$ cat src/rtl/lsleep_pkg.sv
package lsleep_pkg;
  localparam int ADDR_W = 3;
  localparam int DATA_W = 8;

  localparam logic [ADDR_W-1:0] A_MODE  = 3'd0;
  localparam logic [ADDR_W-1:0] A_PMASK = 3'd1;
  localparam logic [ADDR_W-1:0] A_OSC   = 3'd2;
  localparam logic [ADDR_W-1:0] A_IRQEN = 3'd3;
  localparam logic [ADDR_W-1:0] A_STAT  = 3'd4;

  localparam int OSC_N = 3;
  typedef enum logic [1:0] {
    OSC_IRC  = 2'd0,
    OSC_SYS  = 2'd1,
    OSC_WDOG = 2'd2
  } osc_sel_t;

  typedef enum logic {
    ST_ACTIVE = 1'b0,
    ST_SLEEP  = 1'b1
  } pmode_t;
endpackage

$ cat src/rtl/lsleep_regs.sv
module lsleep_regs
  import lsleep_pkg::*;
#(
  parameter int NPERIPH = 8,
  parameter int NIRQ    = 8
) (
  input  logic               clk,
  input  logic               rst_n,
  input  logic               we,
  input  logic [ADDR_W-1:0]  addr,
  input  logic [DATA_W-1:0]  wdata,
  input  logic               refuse_evt,
  input  logic               sleeping,
  output logic               deep_sel,
  output logic               dpd_en,
  output logic [NPERIPH-1:0] pmask,
  output logic [NIRQ-1:0]    irq_mask,
  output osc_sel_t           osc_sel,
  output logic               refused,
  output logic [DATA_W-1:0]  rdata
);
  localparam logic [NPERIPH-1:0] PMASK_RST = '1;

  logic clr_refused;
  assign clr_refused = we && (addr == A_STAT) && wdata[1];

  always_ff @(posedge clk) begin
    if (!rst_n) begin
      deep_sel <= 1'b0;
      dpd_en   <= 1'b0;
      pmask    <= PMASK_RST;
      irq_mask <= '0;
      osc_sel  <= OSC_IRC;
      refused  <= 1'b0;
    end else begin
      if (refuse_evt)       refused <= 1'b1;
      else if (clr_refused) refused <= 1'b0;
      if (we) begin
        unique case (addr)
          A_MODE: begin
            deep_sel <= wdata[0];
            dpd_en   <= wdata[1];
          end
          A_PMASK: pmask    <= wdata[NPERIPH-1:0];
          A_IRQEN: irq_mask <= wdata[NIRQ-1:0];
          A_OSC: begin
            if (wdata[1:0] != 2'd3) osc_sel <= osc_sel_t'(wdata[1:0]);
          end
          default: ;
        endcase
      end
    end
  end

  always_comb begin
    unique case (addr)
      A_MODE:  rdata = DATA_W'({dpd_en, deep_sel});
      A_PMASK: rdata = DATA_W'(pmask);
      A_OSC:   rdata = DATA_W'(osc_sel);
      A_IRQEN: rdata = DATA_W'(irq_mask);
      A_STAT:  rdata = DATA_W'({refused, sleeping});
      default: rdata = '0;
    endcase
  end


  osc_legal_chk: assert property (@(posedge clk) disable iff (!rst_n)
    osc_sel != 2'd3);


  refused_sticky_chk: assert property (@(posedge clk) disable iff (!rst_n)
    (refused && !clr_refused) |=> refused);
endmodule

$ cat src/rtl/lsleep_fsm.sv
module lsleep_fsm
  import lsleep_pkg::*;
#(
  parameter int NIRQ = 8
) (
  input  logic            clk,
  input  logic            rst_n,
  input  logic            wfi_req,
  input  logic [NIRQ-1:0] irq_in,
  input  logic [NIRQ-1:0] irq_mask,
  input  logic            deep_sel,
  input  logic            dpd_en,
  output logic            core_en,
  output logic            sleeping,
  output logic            refuse_evt
);
  pmode_t state_q, state_d;
  logic   wake_hit, mode_block;

  assign wake_hit   = |(irq_in & irq_mask);
  assign mode_block = deep_sel | dpd_en;

  always_comb begin
    state_d = state_q;
    unique case (state_q)
      ST_ACTIVE: if (wfi_req && !mode_block && !wake_hit) state_d = ST_SLEEP;
      ST_SLEEP:  if (wake_hit) state_d = ST_ACTIVE;
      default:   state_d = ST_ACTIVE;
    endcase
  end

  assign refuse_evt = (state_q == ST_ACTIVE) && wfi_req && mode_block;

  always_ff @(posedge clk) begin
    if (!rst_n) begin
      state_q <= ST_ACTIVE;
      core_en <= 1'b1;
    end else begin
      state_q <= state_d;
      core_en <= (state_d == ST_ACTIVE);
    end
  end

  assign sleeping = (state_q == ST_SLEEP);


  sleep_entry_chk: assert property (@(posedge clk) disable iff (!rst_n)
    (!sleeping && wfi_req && !mode_block && !wake_hit) |=> (!core_en && sleeping));


  refuse_no_gate_chk: assert property (@(posedge clk) disable iff (!rst_n)
    (!sleeping && wfi_req && mode_block) |=> core_en);


  pending_stay_chk: assert property (@(posedge clk) disable iff (!rst_n)
    (!sleeping && wake_hit) |=> core_en);


  wake_chk: assert property (@(posedge clk) disable iff (!rst_n)
    (sleeping && wake_hit) |=> (core_en && !sleeping));


  wfi_asleep_chk: assert property (@(posedge clk) disable iff (!rst_n)
    (sleeping && !wake_hit) |=> (sleeping && !core_en));
endmodule

$ cat src/rtl/lsleep_enables.sv
module lsleep_enables
  import lsleep_pkg::*;
#(
  parameter int NPERIPH = 8
) (
  input  logic               clk,
  input  logic               rst_n,
  input  logic [NPERIPH-1:0] pmask,
  input  osc_sel_t           osc_sel,
  output logic [NPERIPH-1:0] periph_en,
  output logic [OSC_N-1:0]   osc_en
);
  for (genvar g = 0; g < OSC_N; g++) begin : g_osc
    always_ff @(posedge clk) begin
      if (!rst_n) osc_en[g] <= (g == 0);
      else        osc_en[g] <= (osc_sel == osc_sel_t'(g));
    end
  end

  for (genvar p = 0; p < NPERIPH; p++) begin : g_per
    always_ff @(posedge clk) begin
      if (!rst_n) periph_en[p] <= 1'b1;
      else        periph_en[p] <= pmask[p];
    end
  end


  osc_onehot_chk: assert property (@(posedge clk) disable iff (!rst_n)
    $countones(osc_en) == 1);
endmodule

$ cat src/rtl/lsleep_ctrl.sv
module lsleep_ctrl
  import lsleep_pkg::*;
#(
  parameter int NPERIPH = 8,
  parameter int NIRQ    = 8
) (
  input  logic               clk,
  input  logic               rst_n,
  input  logic               wfi_req,
  input  logic [NIRQ-1:0]    irq_in,
  input  logic               reg_we,
  input  logic [ADDR_W-1:0]  reg_addr,
  input  logic [DATA_W-1:0]  reg_wdata,
  output logic [DATA_W-1:0]  reg_rdata,
  output logic               core_clk_en,
  output logic [NPERIPH-1:0] periph_clk_en,
  output logic [OSC_N-1:0]   osc_clk_en,
  output logic               sleeping
);
  logic               deep_sel, dpd_en, refused, refuse_evt;
  logic [NPERIPH-1:0] pmask;
  logic [NIRQ-1:0]    irq_mask;
  osc_sel_t           osc_sel;

  lsleep_regs #(.NPERIPH(NPERIPH), .NIRQ(NIRQ)) regs_i (
    .clk(clk), .rst_n(rst_n), .we(reg_we), .addr(reg_addr), .wdata(reg_wdata),
    .refuse_evt(refuse_evt), .sleeping(sleeping), .deep_sel(deep_sel),
    .dpd_en(dpd_en), .pmask(pmask), .irq_mask(irq_mask), .osc_sel(osc_sel),
    .refused(refused), .rdata(reg_rdata)
  );

  lsleep_fsm #(.NIRQ(NIRQ)) fsm_i (
    .clk(clk), .rst_n(rst_n), .wfi_req(wfi_req), .irq_in(irq_in),
    .irq_mask(irq_mask), .deep_sel(deep_sel), .dpd_en(dpd_en),
    .core_en(core_clk_en), .sleeping(sleeping), .refuse_evt(refuse_evt)
  );

  lsleep_enables #(.NPERIPH(NPERIPH)) en_i (
    .clk(clk), .rst_n(rst_n), .pmask(pmask), .osc_sel(osc_sel),
    .periph_en(periph_clk_en), .osc_en(osc_clk_en)
  );


  periph_hold_chk: assert property (@(posedge clk) disable iff (!rst_n)
    (!reg_we && !$past(reg_we)) |=> $stable(periph_clk_en));


  refused_flag_chk: assert property (@(posedge clk) disable iff (!rst_n)
    refuse_evt |=> refused);
endmodule

$ cat config.mk
export PLATFORM = sky130hd
export DESIGN_NAME = lsleep_ctrl
export DESIGN_NICKNAME = d
export VERILOG_FILES = /design/src/rtl/lsleep_pkg.sv /design/src/rtl/lsleep_regs.sv /design/src/rtl/lsleep_fsm.sv /design/src/rtl/lsleep_enables.sv /design/src/rtl/lsleep_ctrl.sv
export SDC_FILE = /design/constraint.sdc
export NUM_CORES = 1
export LEC_CHECK = 0
export BUFFER_PORTS_ARGS = -buffer_cell sky130_fd_sc_hd__clkbuf_2
export CAP_MARGIN = 30
export CORE_ASPECT_RATIO = 0.5
export CORE_MARGIN = 2
export CORE_UTILIZATION = 44
export CTS_BUF_LIST = sky130_fd_sc_hd__clkbuf_8
export CTS_CLUSTER_DIAMETER = 40
export CTS_CLUSTER_SIZE = 20
export DETAILED_ROUTE_END_ITERATION = 16
export PLACE_DENSITY = 0.7
export SLEW_MARGIN = 25
export SYNTH_ARGS = -nofsm -noshare
export SYNTH_HDL_FRONTEND = slang
export SYNTH_SLANG_ARGS = --single-unit
$ cat constraint.sdc
create_clock -name clk -period 1.88 [get_ports clk]
set_clock_uncertainty 0.15 [all_clocks]
set_input_delay 0.188 -clock clk [delete_from_list [all_inputs] [get_ports clk]]
set_output_delay 0.188 -clock clk [all_outputs]
set_load 0.02 [all_outputs]
==> results of run 1 <==
==> routing by layer <==
metal / GRT usage, % / wire length [um] / vias up
met1: 21.28 / 1460 / 539
met3: 5.970 / 224 / 3
li1: - / - / 606
met4: 8.571 / 22 / 0
met2: 29.84 / 1444 / 34
met5: 0 / 0 / -
==> Yosys cell counts <==
library cell	number
dfxtp_1	34
and3b_1	1
buf_2	1
nand2_1	28
a22oi_1	2
nor2b_1	2
a21boi_0	8
nor4b_4	1
a21boi_1	1
nand4bb_1	1
o21ai_1	1
nand2b_1	9
buf_6	4
o21ai_0	3
nand4b_1	1
buf_4	1
nand3_1	1
and4bb_1	1
mux4_2	1
mux2i_1	18
o21bai_1	1
inv_1	1
nor2_1	12
a21oi_1	1
clkbuf_1	3
and4b_1	2
nand4_1	2
nand4b_2	1
o21a_1	1
nand3b_1	1
a31o_2	1
o221a_2	2
==> state kept, by name, summed over array words and instances, names as in the netlist <==
| name | cells |
|---|---|
| fsm_i.sleeping | 1 |
| fsm_i.core_en | 1 |
| en_i.periph_en | 8 |
| regs_i.pmask | 8 |
| en_i.osc_en | 3 |
| regs_i.irq_mask | 8 |
| regs_i.deep_sel | 1 |
| regs_i.refused | 1 |
| regs_i.osc_sel | 2 |
| regs_i.dpd_en | 1 |
==> final timing paths <==
check	end	slack, ps	cells after the start
worst min-delay path	fsm_i.core_en	10	3
worst max register to register	fsm_i.sleeping	720	3
worst max-delay path	reg_rdata[1]	180	4
worst min register to register	en_i.periph_en[6]	320	1
==> kinds of logic (layout without fill, tap and decap cells) <==
logic type      after synthesis  count (layout)  synth area share [%]
mux                          19              19                 13.94
simple gates                 63              63                 23.66
flops                        34              34                 46.82
compound gates               21              21                 10.58
buf+inv                      10              62                 4.991
==> worst min-delay path, delay by kind of cell <==
kind	cells	cell delay, ps
buffers and inverters	1	70
and+or+nand+nor	2	150
==> layout make-up <==
class,instances,share of cell area [%]
tap,40,2.701
clock buffer,8,5.942
timing repair buffer,53,16.61
sequential,34,36.73
inverter,1,0.2026
multi-input combinational,103,37.81
==> power by group through the flow <==
stage	logic (mW)	clock network [mW]	registers (mW)
final	0.170	0.625	0.749
after global routing	0.185	0.671	0.750
after CTS	0.171	0.643	0.748
after detailed placement	0.159	0	0.765
after global placement	0.157	0	0.765
after floorplan	0.0970	0	0.772
==> through the flow <==
| stage | power, mW | cell area [um2] | hold WS (ps) | cells | setup WS, ps |
|---|---|---|---|---|---|
| finish | 1.544 | 1853 | 10.73 | 239 | 179.4 |
| CTS | 1.563 | 1853 | 5.220 | 239 | 153.2 |
| floorplan | 0.8685 | 1454 | 111.1 | 147 | 569.6 |
| detailed placement | 0.9242 | 1673 | 279.2 | 224 | 313.8 |
| global route | 1.606 | 1853 | 20.60 | 239 | 113.1 |
| global placement | 0.9215 | 1673 | 271.9 | 224 | 358.1 |
==> qor.csv, run 1 <==
metric;value;unit
syn-cell-area;1454;um2
grt-ovfl-total;0;
place_congestion;0.7611;
yosys_warnings;0;
cts_tree;built;
fin_crit_sh;90.46;%
drv_slew;0;
antenna_found_initial;0;
initial_core_util;47.16;%
yosysSeqAreaShare;46.82;%
vias_per_cell;4.946;
synthCells;147;
clock_path_buffers;2;
coreArea;3083;um2
clk_pin_slew;70;ps
power.switching;358.2;uW
cts_buffers;5;
p_sw_share;23.20;%
vias;1182;
fmax;588.0;MHz
cp.required;1540;ps
crit_fanout;5;
final_cell_mix;43 x clkbuf_2, 34 x dfxtp_1, 28 x nand2_1;
drtPass1Iterations;5;
synth_area_leaders;dfxtp_1 47%, mux2i_1 12%, nand2_1 7.2%;
finalHoldViolations;0;
drc_errors;0;
hold_buffers;7;
die_area;3808;um2
p_int;1.186;mW
grt_usage;17.85;%
die_x;85.30;um
final_common_cell;clkbuf_2;
seq_area;680.7;um2
synth_top_area_cell;dfxtp_1;
clock_latency;280;ps
setup_violations;0;
critPathTopFamily;multiplexers;
rows;14;
min_path_type;in2reg;
seqPwrFrac;48.5;%
final_core_util;60.11;%
synth_top_cell_area_share;46.82;%
syn_area_per_cell;9.890;um2
drt-total-wl;3151;um
p_comb_share;11.0;%
leakagePower;0.7863;nW
cts_root_buf;clkbuf_8;
drt.antenna.violating_nets;0;
drive_gt1_share;30.15;%
ys_types;32;
grt_max_degree;25;
grt_pass1_wl;5030;um
place_hpwl;2215;um
wl_per_cell;13.18;um
multi_input_area;700.7;um2
rsz0062_at_grt;false;
cp-end-kind;output port;
ys_seq_elements;34;
hp-start;irq_in[0];
portBuffers;43;
syn_nets;170;
cp-start-kind;register;
nNetsFinal;221;
area_delta_synth_final;27.45;%
cpPeakStageDelay;460;ps
antenna_cells;0;
power.density;833.2;nW/um2
cap_violations;0;
cts.sinks;34;
crit_buf_inv;2;
pwr-share-clk;40.5;%
ios;44;
postCtsSetupBuffers;0;
r2r_start;fsm_i.sleeping;
nFillCells;275;
relSlewSlack;75.75;%
die_h;44.65;um
worstSetupPathType;reg2out;
status;complete, no violations;
fin_setup_tns;0;ps
cp_cell_sequence;mux4_2 -> inv_1 -> o21ai_1 -> clkbuf_2;
peakVddDrop;0.0003791;V
crit_start;regs_i.osc_sel[1];
crit_slowest_cell;mux4_2;
grt_pass1_vias;1098;
tightest_slew;363.5;ps
cts.htree.levels;2;
finalCriticalPeriod;1701;ps
cp_data_arrival_time;1360;ps
post_cts_resized;0;
drt_iter0_drc;56;
Power figures use the tool's default switching activity.
==> inputs of run 2 (changes only) <==
GPL_ROUTABILITY_DRIVEN = 0   (was not set)
PLACE_DENSITY = not set   (was 0.7)
PLACE_DENSITY_LB_ADDON = 0.25   (was not set)
SETUP_SLACK_MARGIN = 0.5   (was not set)
==> qor.csv, run 2 (same netlist as run 1, synthesis figures left out) <==
metric;value;unit
cp-start-kind;register;
drt_iter0_drc;50;
drive_gt1_share;35.47;%
portBuffers;43;
drt-total-wl;3214;um
final_cell_mix;42 x clkbuf_2, 29 x dfxtp_1, 28 x nand2_1;
cpPeakStageDelay;460;ps
rows;14;
finalCriticalPeriod;1660;ps
grt_pass1_vias;1124;
final_common_cell;clkbuf_2;
clock_latency;290;ps
fin_setup_tns;0;ps
cp-end-kind;output port;
cp_cell_sequence;mux4_2 -> inv_2 -> o21ai_2 -> buf_6;
area_delta_synth_final;29.78;%
initial_core_util;47.16;%
antenna_cells;0;
wl_per_cell;13.23;um
crit_slowest_cell;mux4_2;
drv_slew;0;
peakVddDrop;0.0004013;V
drtPass1Iterations;4;
crit_fanout;3;
fmax;602.3;MHz
worstSetupPathType;reg2out;
drc_errors;0;
place_hpwl;2298;um
vias;1202;
grt-ovfl-total;0;
min_path_type;in2reg;
antenna_found_initial;0;
grt_max_degree;19;
die_area;3808;um2
coreArea;3083;um2
nNetsFinal;225;
cp.required;1540;ps
rsz0062_at_grt;true;
power.density;792.3;nW/um2
finalHoldViolations;0;
tightest_slew;337.4;ps
crit_buf_inv;2;
critPathTopFamily;multiplexers;
cts.sinks;34;
cts_root_buf;clkbuf_8;
grt_pass1_wl;5175;um
clk_pin_slew;70;ps
setup_violations;0;
fin_crit_sh;88.31;%
clock_path_buffers;2;
cts.htree.levels;2;
ios;44;
relSlewSlack;77.49;%
cts_tree;built;
die_x;85.30;um
grt_usage;18.15;%
die_h;44.65;um
leakagePower;0.8018;nW
vias_per_cell;4.947;
cp_data_arrival_time;1320;ps
status;complete, no violations;
drt.antenna.violating_nets;0;
cts_buffers;5;
reg.largest.list;en_i.periph_en: 8 flops, regs_i.irq_mask: 8 flops, regs_i.pmask: 8 flops;
power.total;1.495;mW
cap_violations;0;
[run 2: cell types whose count changed in the layout (fill, tap and decap cells not counted), moves of 2 or more]
| cell | delta |
|---|---|
| dfxtp_1 | -5 |
| dfxtp_2 | +5 |
| buf_4 | +4 |
| clkbuf_8 | -2 |
[run 2: report_power, final]
group	switching, mW	internal [mW]
Combinational	0.0958	0.0839
Sequential	0.0105	0.738
Clock	0.273	0.294
Total	0.379	1.12
[run 2: repair_timing]
| action | CTS | global route |
|---|---|---|
| hold buffers | 7 | 0 |
| endpoints found under the setup margin | 5 | 8 |
| buffers inserted | 2 | 0 |
| endpoints found under the hold margin | 13 | 0 |
| resized for setup | 6 | 5 |
| pin swaps | 0 | 0 |
[run 2: final timing paths]
path	startpoint	endpoint	slack, ps	depth (start not counted)
max	regs_i.pmask[1]	reg_rdata[1]	220	4
min	irq_in[0]	fsm_i.core_en	20	3
max reg2reg	regs_i.irq_mask[1]	fsm_i.core_en	710	4
min reg2reg	regs_i.pmask[1]	en_i.periph_en[1]	310	1
[run 2: final cells by class]
cell class | count | area, um2
multi-input cells | 103 | 706.9
clock buffers | 6 | 82.58
inverters | 1 | 3.754
clock inverters | 2 | 12.51
fillers | 281 | 1196
repair buffers | 57 | 344.1
well taps | 40 | 50.05
flip-flops and latches | 34 | 686.9
[run 2: per-stage QoR]
| stage | hold slack, ps | utilization (%) | setup slack, ps | area, um2 | cells |
|---|---|---|---|---|---|
| 3_5_place_dp | 280.8 | 54.75 | 404.4 | 1688 | 226 |
| 3_3_place_gp | 272.4 | 54.75 | 437.2 | 1688 | 226 |
| 2_1_floorplan | 111.1 | - | 569.6 | 1454 | 147 |
| 4_1_cts | 12.85 | 60.92 | 180.8 | 1878 | 243 |
| 5_1_grt | 35.89 | 61.20 | 182.9 | 1887 | 243 |
| 6_report | 21.89 | 61.20 | 219.7 | 1887 | 243 |
[run 2: layer usage]
layer  share of wire [%]  vias up  track usage (%)  routed length (um)
met2                  45       25            28.59                1453
met4                0.87        0            5.714                  28
met1                  49      561            23.94                1574
li1                    -      613                -                   -
met5                   0        -                0                   0
met3                 4.9        3            6.157                 158
[run 2: worst reg2reg max path, cell delays in order (launching register included)]
cell and delay, ps:
dfxtp_2 320, buf_4 130, a22oi_1 170, nand4_1 110, nand4b_1 180
